<file path="src/rtl/lutram_pkg.sv">
package lutram_pkg;
    typedef enum logic [1:0] {
        MODE_DUAL_SEP = 2'd0,
        MODE_DUAL_SHR = 2'd1,
        MODE_WIDE     = 2'd2,
        MODE_RAM_FN   = 2'd3
    } lut_mode_e;

    localparam int unsigned NUM_STORES = 2;
    localparam int unsigned STORE_F    = 0;
    localparam int unsigned STORE_G    = 1;
endpackage

</file>
<file path="src/rtl/lut_store.sv">
module lut_store #(
    parameter int unsigned AW = 4
) (
    input  logic          clk,
    input  logic          rst_n,
    input  logic          wr_en,
    input  logic [AW-1:0] wr_addr,
    input  logic          wr_data,
    input  logic [AW-1:0] rd_addr,
    output logic          rd_data
);
    localparam int unsigned DEPTH = 1 << AW;

    typedef struct packed {
        logic [DEPTH-1:0] bits;
    } store_t;

    store_t st_d, st_q;

    always_comb begin
        st_d = st_q;
        if (wr_en) begin
            st_d.bits[wr_addr] = wr_data;
        end
    end

    always_ff @(posedge clk or negedge rst_n) begin
        if (!rst_n) begin
            st_q <= '0;
        end else begin
            st_q <= st_d;
        end
    end

    // read is combinational from the registered table
    assign rd_data = st_q.bits[rd_addr];
endmodule

</file>
<file path="src/rtl/lut_ctrl.sv">
module lut_ctrl
    import lutram_pkg::*;
#(
    parameter int unsigned AW = 4
) (
    input  lut_mode_e     mode,
    input  logic          mem_en,
    input  logic          mem_we,
    input  logic          hsel,
    input  logic          din0,
    input  logic          din1,
    input  logic [AW-1:0] addr_f,
    input  logic [AW-1:0] addr_g,
    output logic          f_wr,
    output logic          f_wd,
    output logic          g_wr,
    output logic          g_wd,
    output logic [AW-1:0] g_ra
);
    logic wr_ok;

    always_comb begin
        wr_ok = mem_en & mem_we;
        f_wr  = 1'b0;
        g_wr  = 1'b0;
        f_wd  = din0;
        g_wd  = din1;
        g_ra  = addr_g;
        unique case (mode)
            MODE_DUAL_SEP: begin
                f_wr = wr_ok;
                g_wr = wr_ok;
            end
            MODE_DUAL_SHR: begin
                f_wr = wr_ok;
                g_wr = wr_ok;
                g_ra = addr_f;
            end
            MODE_WIDE: begin
                // hsel is the fifth address bit: picks the half
                f_wr = wr_ok & ~hsel;
                g_wr = wr_ok & hsel;
                g_wd = din0;
                g_ra = addr_f;
            end
            MODE_RAM_FN: begin
                f_wr = wr_ok;
            end
            default: begin
                f_wr = 1'b0;
            end
        endcase
    end
endmodule

</file>
<file path="src/rtl/lutram_modes.sv">
module lutram_modes
    import lutram_pkg::*;
#(
    parameter int unsigned AW = 4
) (
    input  logic          clk,
    input  logic          rst_n,
    input  logic [1:0]    mode,
    input  logic [AW-1:0] f_addr,
    input  logic [AW-1:0] g_addr,
    input  logic          hsel,
    input  logic          mem_en,
    input  logic          mem_we,
    input  logic          din0,
    input  logic          din1,
    output logic          f_out,
    output logic          g_out,
    output logic          h_out
);
    logic          wr   [NUM_STORES];
    logic          wd   [NUM_STORES];
    logic [AW-1:0] addr [NUM_STORES];
    logic          rd   [NUM_STORES];

    lut_ctrl #(.AW(AW)) u_ctrl (
        .mode   (lut_mode_e'(mode)),
        .mem_en (mem_en),
        .mem_we (mem_we),
        .hsel   (hsel),
        .din0   (din0),
        .din1   (din1),
        .addr_f (f_addr),
        .addr_g (g_addr),
        .f_wr   (wr[STORE_F]),
        .f_wd   (wd[STORE_F]),
        .g_wr   (wr[STORE_G]),
        .g_wd   (wd[STORE_G]),
        .g_ra   (addr[STORE_G])
    );

    assign addr[STORE_F] = f_addr;

    for (genvar i = 0; i < NUM_STORES; i++) begin : g_store
        lut_store #(.AW(AW)) u_store (
            .clk     (clk),
            .rst_n   (rst_n),
            .wr_en   (wr[i]),
            .wr_addr (addr[i]),
            .wr_data (wd[i]),
            .rd_addr (addr[i]),
            .rd_data (rd[i])
        );
    end

    assign f_out = rd[STORE_F];
    assign g_out = rd[STORE_G];
    assign h_out = hsel ? rd[STORE_G] : rd[STORE_F];
endmodule

</file>
<file path="config.mk">
export PLATFORM = sky130hd
export DESIGN_NAME = lutram_modes
export DESIGN_NICKNAME = d
export VERILOG_FILES = /design/src/rtl/lutram_pkg.sv /design/src/rtl/lut_store.sv /design/src/rtl/lut_ctrl.sv /design/src/rtl/lutram_modes.sv
export SDC_FILE = /design/constraint.sdc
export NUM_CORES = 1
export LEC_CHECK = 0
export ABC_AREA = 1
export BUFFER_PORTS_ARGS = -buffer_cell sky130_fd_sc_hd__buf_2
export CORE_ASPECT_RATIO = 0.75
export CORE_MARGIN = 2
export CORE_UTILIZATION = 40
export CTS_BUF_LIST = sky130_fd_sc_hd__clkbuf_2 sky130_fd_sc_hd__clkbuf_4 sky130_fd_sc_hd__clkbuf_8
export DETAILED_ROUTE_END_ITERATION = 16
export PLACE_DENSITY = 0.6
export SKIP_CTS_REPAIR_TIMING = 1
export SKIP_LAST_GASP = 1
export SLEW_MARGIN = 20
export SYNTH_ARGS = -nofsm -noshare
export SYNTH_HDL_FRONTEND = slang
export SYNTH_SLANG_ARGS = --single-unit
</file>
<file path="constraint.sdc">
create_clock -name clk -period 1.6 [get_ports clk]
set_input_delay 0.08 -clock clk [delete_from_list [all_inputs] [get_ports clk]]
set_output_delay 0.08 -clock clk [all_outputs]
set_load 0.05 [all_outputs]
</file>
Word level (Yosys, flattened, before mapping)
Index checks and enable logic that the tools add are counted.

operators by class
  bitwise gates (word level) = 4
  multipliers = 0
  add/sub/neg operators = 0
  div/mod/pow operators = 0
  equality and inequality tests = 3
  reduce and logical (&&, ||, !) cells = 6
  magnitude comparators = 4
  shifts and indexed selects = 0
  muxes and demuxes = 15

operator list
  kind                                                                    number
  16-bit bitwise mux                                                      2
  4-bit by 5-bit < comparator with 1-bit output (second input constant)   2
  1-bit binary-select mux with 4-bit select                               2
  1-bit demux with 4-bit select                                           2
  4-bit by 1-bit >= comparator with 1-bit output (second input constant)  2
  1-bit 2-to-1 mux                                                        6
  2-bit equality test (second input constant)                             2
  4-bit 2-to-1 mux                                                        1
  1-bit case mux with 2 select lines                                      2
  2-bit OR reduction                                                      2
  1-bit bitwise AND                                                       3
  3-bit OR reduction                                                      1
  2-bit by 1-bit equality test with 1-bit output (second input constant)  1
  1-bit logical AND                                                       2
  2-bit logical NOT                                                       1
  1-bit NOT                                                               1

word-level totals
  RAM bits = 0
  flip-flop bits (word level) = 32
  latch bits = 0
  input bits = 17
  memory bits (read-only) = 0
  memories kept = 0

Logic depth before layout (Yosys ltp)
  depth in word-level cells = 8
  mapped depth = 14

Hierarchy
From an unflattened synthesis, not the netlist that was laid out.

unflattened totals
  cells, all modules = 290
  area total of the unflattened synthesis = 1988.2 um2

modules (own cells, without submodules)
  module                          cells an instance  area an instance (um2)  times used
  lut_store (g_store[0].u_store)  131                907.1                   1
  lut_store (g_store[1].u_store)  124                894.6                   1
  lut_ctrl                        31                 171.4                   1
  lutram_modes                    4                  15.0                    1

Worst setup path before layout
No wires, ideal clock.

  kind = input-to-output
  start = input mode[0]
  end = output h_out
  required time = 1.520 ns
  buffers on the path = 1
  arrival time = 1.688 ns
  setup slack = -0.168 ns
  stages = 10
  path through = inv_1 -> ha_1 -> buf_2 -> o21ai_1 -> inv_1 -> nor2_2 -> nand2_1 -> nand2_1 -> o21ai_1 -> nand2_1

on the way
  cells in the longest elaborated chain, start to end = 6

ends and longest elaborated chain
  element                                                                                       line                RTL
  from (decl)                                                                                   lutram_modes.sv:8   input logic [1:0] mode,
  2-bit by 1-bit equality test with 1-bit output / 2-bit equality test (equally long branches)  lut_ctrl.sv:29      unique case (mode)
  2-bit OR reduction (no line) *                                                                --
  4-bit 2-to-1 mux *                                                                            lut_ctrl.sv:29
  1-bit binary-select mux with 4-bit select *                                                   lut_store.sv:36     assign rd_data = st_q.bits[rd_addr];
  1-bit 2-to-1 mux (implied by the code) *                                                      lut_store.sv:36
  1-bit 2-to-1 mux *                                                                            lutram_modes.sv:57  assign h_out = hsel ? rd[STORE_G] : rd[STORE_F];
  to (decl)                                                                                     lutram_modes.sv:18  output logic h_out

Mark *: on every way between the ends. The rest lies on a longest branch, timed or not. The select of a mux whose other input is x is not followed.

Worst setup path after layout
Same ends and word-level chain as after synthesis.

==> key figures <==
Outcome
  – Run status: complete, but fails checks
  – Violations in the final reports: setup timing

Critical path
  – Critical path buffer and inverter count: 5
  – Worst path top cell family by delay: buffers and inverters
  – Worst Path Arrival: 1.52 ns
  – Worst-path cell chain: buf_8, inv_4, ha_4, buf_4, o21ai_4, buf_6, nor2_4, nand2_2, nand2_2, o21ai_2, nand2_2, buf_8
  – Worst setup path startpoint: mode[0]
  – Max Fanout on Critical Path: 8
  – Path depth of the worst reg2reg path: 2
  – Data required time at the worst endpoint: 1.52 ns
  – End of the worst register-to-register path: g_store[0].u_store.st_q[0]
  – Most frequent CP cell: sky130_fd_sc_hd__nand2_2
  – Startpoint types: input port
  – Type of the worst setup path: input port to primary output
  – Longest individual stage delay on the worst path: 0.29 ns
  – Master of the slowest instance on the critical path: sky130_fd_sc_hd__ha_4
  – Kind of end point of the critical path: primary output
  – Reg2reg setup slack: 0.90 ns
  – Reg-to-reg startpoint: g_store[0].u_store.st_q[0]

Timing
  – Total negative slack: -0.002918 ns
  – Smallest setup slack after layout: -0.002918 ns
  – Final hold violation count: 0
  – Fraction of the cycle the final worst path needs: 100.2%
  – Worst slew pin tran: 0.7221 ns
  – Tmin final: 1.603 ns
  – Min Hold Slack: 0.2905 ns
  – Max Clock Freq: 623.9 MHz
  – Setup violators final: 1
  – Final Max Tran Viols: 0
  – Worst-case headroom to the max-slew limit: 51.86%
  – Unrepaired setup endpoints after global routing: yes
  – Skew final: 0 ns

Drt
  – Starting DRT DRC Count: 144
  – First-pass detailed-route iteration total: 4
  – ANT nets after route: 0
  – Drc violations: 0
  – Mean routed wirelength per cell: 14.47 um
  – Total Wirelength: 4.977 mm
  – Via density per instance: 5.250
  – Total number of vias: 1806

Layout
  – Synthesis-to-finish area growth: 37.28%
  – Largest register FFs: 32
  – Fraction of final layout cells sized beyond drive strength 1: 34.84%
  – Biggest register: g_store.u_store.st_q
  – Total number of nets in the final design: 308
  – Regs by FF count: g_store.u_store.st_q x32
  – Number of standard cells in the final layout excluding fillers: 344
  – ANT cells: 0

Min path
  – Worst hold endpoint: g_store[0].u_store.st_q[4]
  – Number of instances on the worst hold path: 4
  – Type of the most critical hold path: input port to register
  – Hold path start: din0

Clocking
  – Maximum clock path buffer count: 2
  – Clock slew at the register clock pins of the worst setup and hold paths: 0.07 ns
  – CTS Buf Count: 5
  – Count of H-tree levels built during CTS: 2
  – Count of clock tree sinks: 32
  – CTS root buf: sky130_fd_sc_hd__clkbuf_8
  – Clock insertion delay at the later pin of the skew report: 0.28 ns
  – Clock tree from TritonCTS: done

Die
  – Chip width: 82.09 um
  – Row cnt: 21
  – DIE HEIGHT: 62.57 um
  – Top-Level Pins: 20
  – Floorplan core area: 4441 um2
  – Initial core utilization: 41.19%
  – Die Area: 5136 um2

Logic synthesis
  – Post-synth top area share: 43.78%
  – Number of synthesized flops with an enable pin: 0
  – Per-instance average area after synthesis: 7.885 um2
  – Syn_nets: 254
  – Adder-cell share of the synthesized area: 3.420%
  – Cell area after synthesis: 1829 um2
  – Xor and xnor fraction of the mapped netlist area: 0%
  – Register bit count reported by yosys: 32
  – Post-synth ARST share: 100.0%
  – Post-Synth Simple-Gate Area: 24.62%
  – Most used flip-flop cell after synthesis: sky130_fd_sc_hd__dfrtp_1
  – Cell accounting for the most synthesized area: sky130_fd_sc_hd__dfrtp_1
  – Combinational family with the most area after synthesis: simple AND/OR/NAND/NOR gates
  – Yosys warning count: 0
  – Sequential element share of the synthesized area: 43.78%
  – Number of cells produced by synthesis: 232
  – Area fraction in compound gates after synthesis: 24.01%
  – Top post-synthesis cells by area: sky130_fd_sc_hd__dfrtp_1 (44%), sky130_fd_sc_hd__nand2_1 (14%), sky130_fd_sc_hd__a31oi_1 (11%)
  – Count of unique library cells instantiated by Yosys: 21
  – Post-synthesis mux area share: 0%

Run
  – Max-cap viol count: 0

Placed design
  – Routability cong.: 0.8763
  – Cell Count Post-Placement: 330
  – Port Buf Inserts: 19
  – Worst setup slack after placement: -0.3009 ns
  – Final HPWL DP: 3.556 mm

Global routing
  – Largest net degree at the start of global routing: 33
  – Vias in the first global route: 1619
  – Global-route wire length before repair: 8.079 mm
  – Total congestion overflow after global routing: 0
  – Total GRT Usage: 21.03%
  – Number of antenna violations at the first check in global routing: 0

Power
  – Leakage: 1.205 nW
  – Total power: 2.711 mW
  – Worst vdd rail ir drop: 0.0006617 V
  – Ratio of total power to cell area: 1080 nW/um2
-- synthesized netlist by cell type (2+ instances only) --
master / count
sky130_fd_sc_hd__nand2_1: 68
sky130_fd_sc_hd__a21oi_1: 32
sky130_fd_sc_hd__a31oi_1: 32
sky130_fd_sc_hd__dfrtp_1: 32
sky130_fd_sc_hd__inv_1: 13
sky130_fd_sc_hd__nor2_1: 9
sky130_fd_sc_hd__a22oi_1: 6
sky130_fd_sc_hd__nand3_1: 6
sky130_fd_sc_hd__ha_1: 5
sky130_fd_sc_hd__nand4_1: 4
sky130_fd_sc_hd__nor2_4: 4
sky130_fd_sc_hd__o21ai_1: 4
sky130_fd_sc_hd__nor2_2: 3
sky130_fd_sc_hd__nor3_2: 3
sky130_fd_sc_hd__clkbuf_1: 2
sky130_fd_sc_hd__clkinv_1: 2
sky130_fd_sc_hd__inv_2: 2
sky130_fd_sc_hd__nand2_2: 2
-- kinds of logic (layout without fill, tap and decap cells) --
kind of cell | count (synthesis) | after routing
compound gates | 76 | 76
flops | 32 | 32
fa+ha+maj | 5 | 5
simple gates | 99 | 100
buf+inv | 20 | 74
-- final cells by class --
class / count / area (um2)
clock inverter: 3 / 18.77
clock buffer: 5 / 68.82
timing repair buffer: 49 / 359.1
fill: 408 / 1929
inverter: 17 / 73.82
tap: 57 / 71.32
multi-input combinational: 181 / 1119
sequential: 32 / 800.8
-- per-stage QoR --
| stage | instance area, um2 | util (%) |
|---|---|---|
| 6_report | 2511 | 56.55 |
| 5_1_grt | 2511 | 56.55 |
| 4_1_cts | 2323 | 52.32 |
| 3_5_place_dp | 2236 | 50.35 |
| 3_3_place_gp | 2236 | 50.35 |
| 2_1_floorplan | 1901 | - |
-- power by group --
part           switching, mW  internal [mW]  total (mW)
logic                  0.539          0.383       0.922
registers              0.137           1.02        1.16
clock network          0.325          0.303       0.628
-- per-layer routing --
layer  routed length (um)  share of wire, %  global-route usage [%]  vias up
li1                     -                 -                       -      927
met1                 2582                52                   34.88      803
met2                 1964                39                   26.02       72
met3                  383               7.7                   5.780        4
met4                   46              0.92                   5.625        0
met5                    0                 0                       0        -
-- worst max path at each step --
stage | endpoint | slack, ns | cells after the start
after floorplan | g_out | 0.004 | 9
after global placement | h_out | -0.24 | 15
after detailed placement | h_out | -0.30 | 15
after CTS | h_out | -0.35 | 15
after global routing | h_out | -0.06 | 7
final | h_out | -0.003 | 12
-- placed cells by master (no fill, tap or decap), types with 6 or more instances in the layout --
cell type	count
sky130_fd_sc_hd__nand2_1	52
sky130_fd_sc_hd__buf_4	29
sky130_fd_sc_hd__a21oi_1	32
sky130_fd_sc_hd__nand3_1	6
sky130_fd_sc_hd__buf_2	15
sky130_fd_sc_hd__a31oi_1	32
sky130_fd_sc_hd__nor2_4	7
sky130_fd_sc_hd__nor2_1	8
sky130_fd_sc_hd__inv_1	8
sky130_fd_sc_hd__dfrtp_1	32
sky130_fd_sc_hd__nand2_2	13
-- worst reg2reg max path, stage by stage (launching register included) --
cell	delay, ns
sky130_fd_sc_hd__dfrtp_1	0.39
sky130_fd_sc_hd__a21oi_1	0.14
sky130_fd_sc_hd__a31oi_1	0.05
Power figures use the tool's default switching activity.
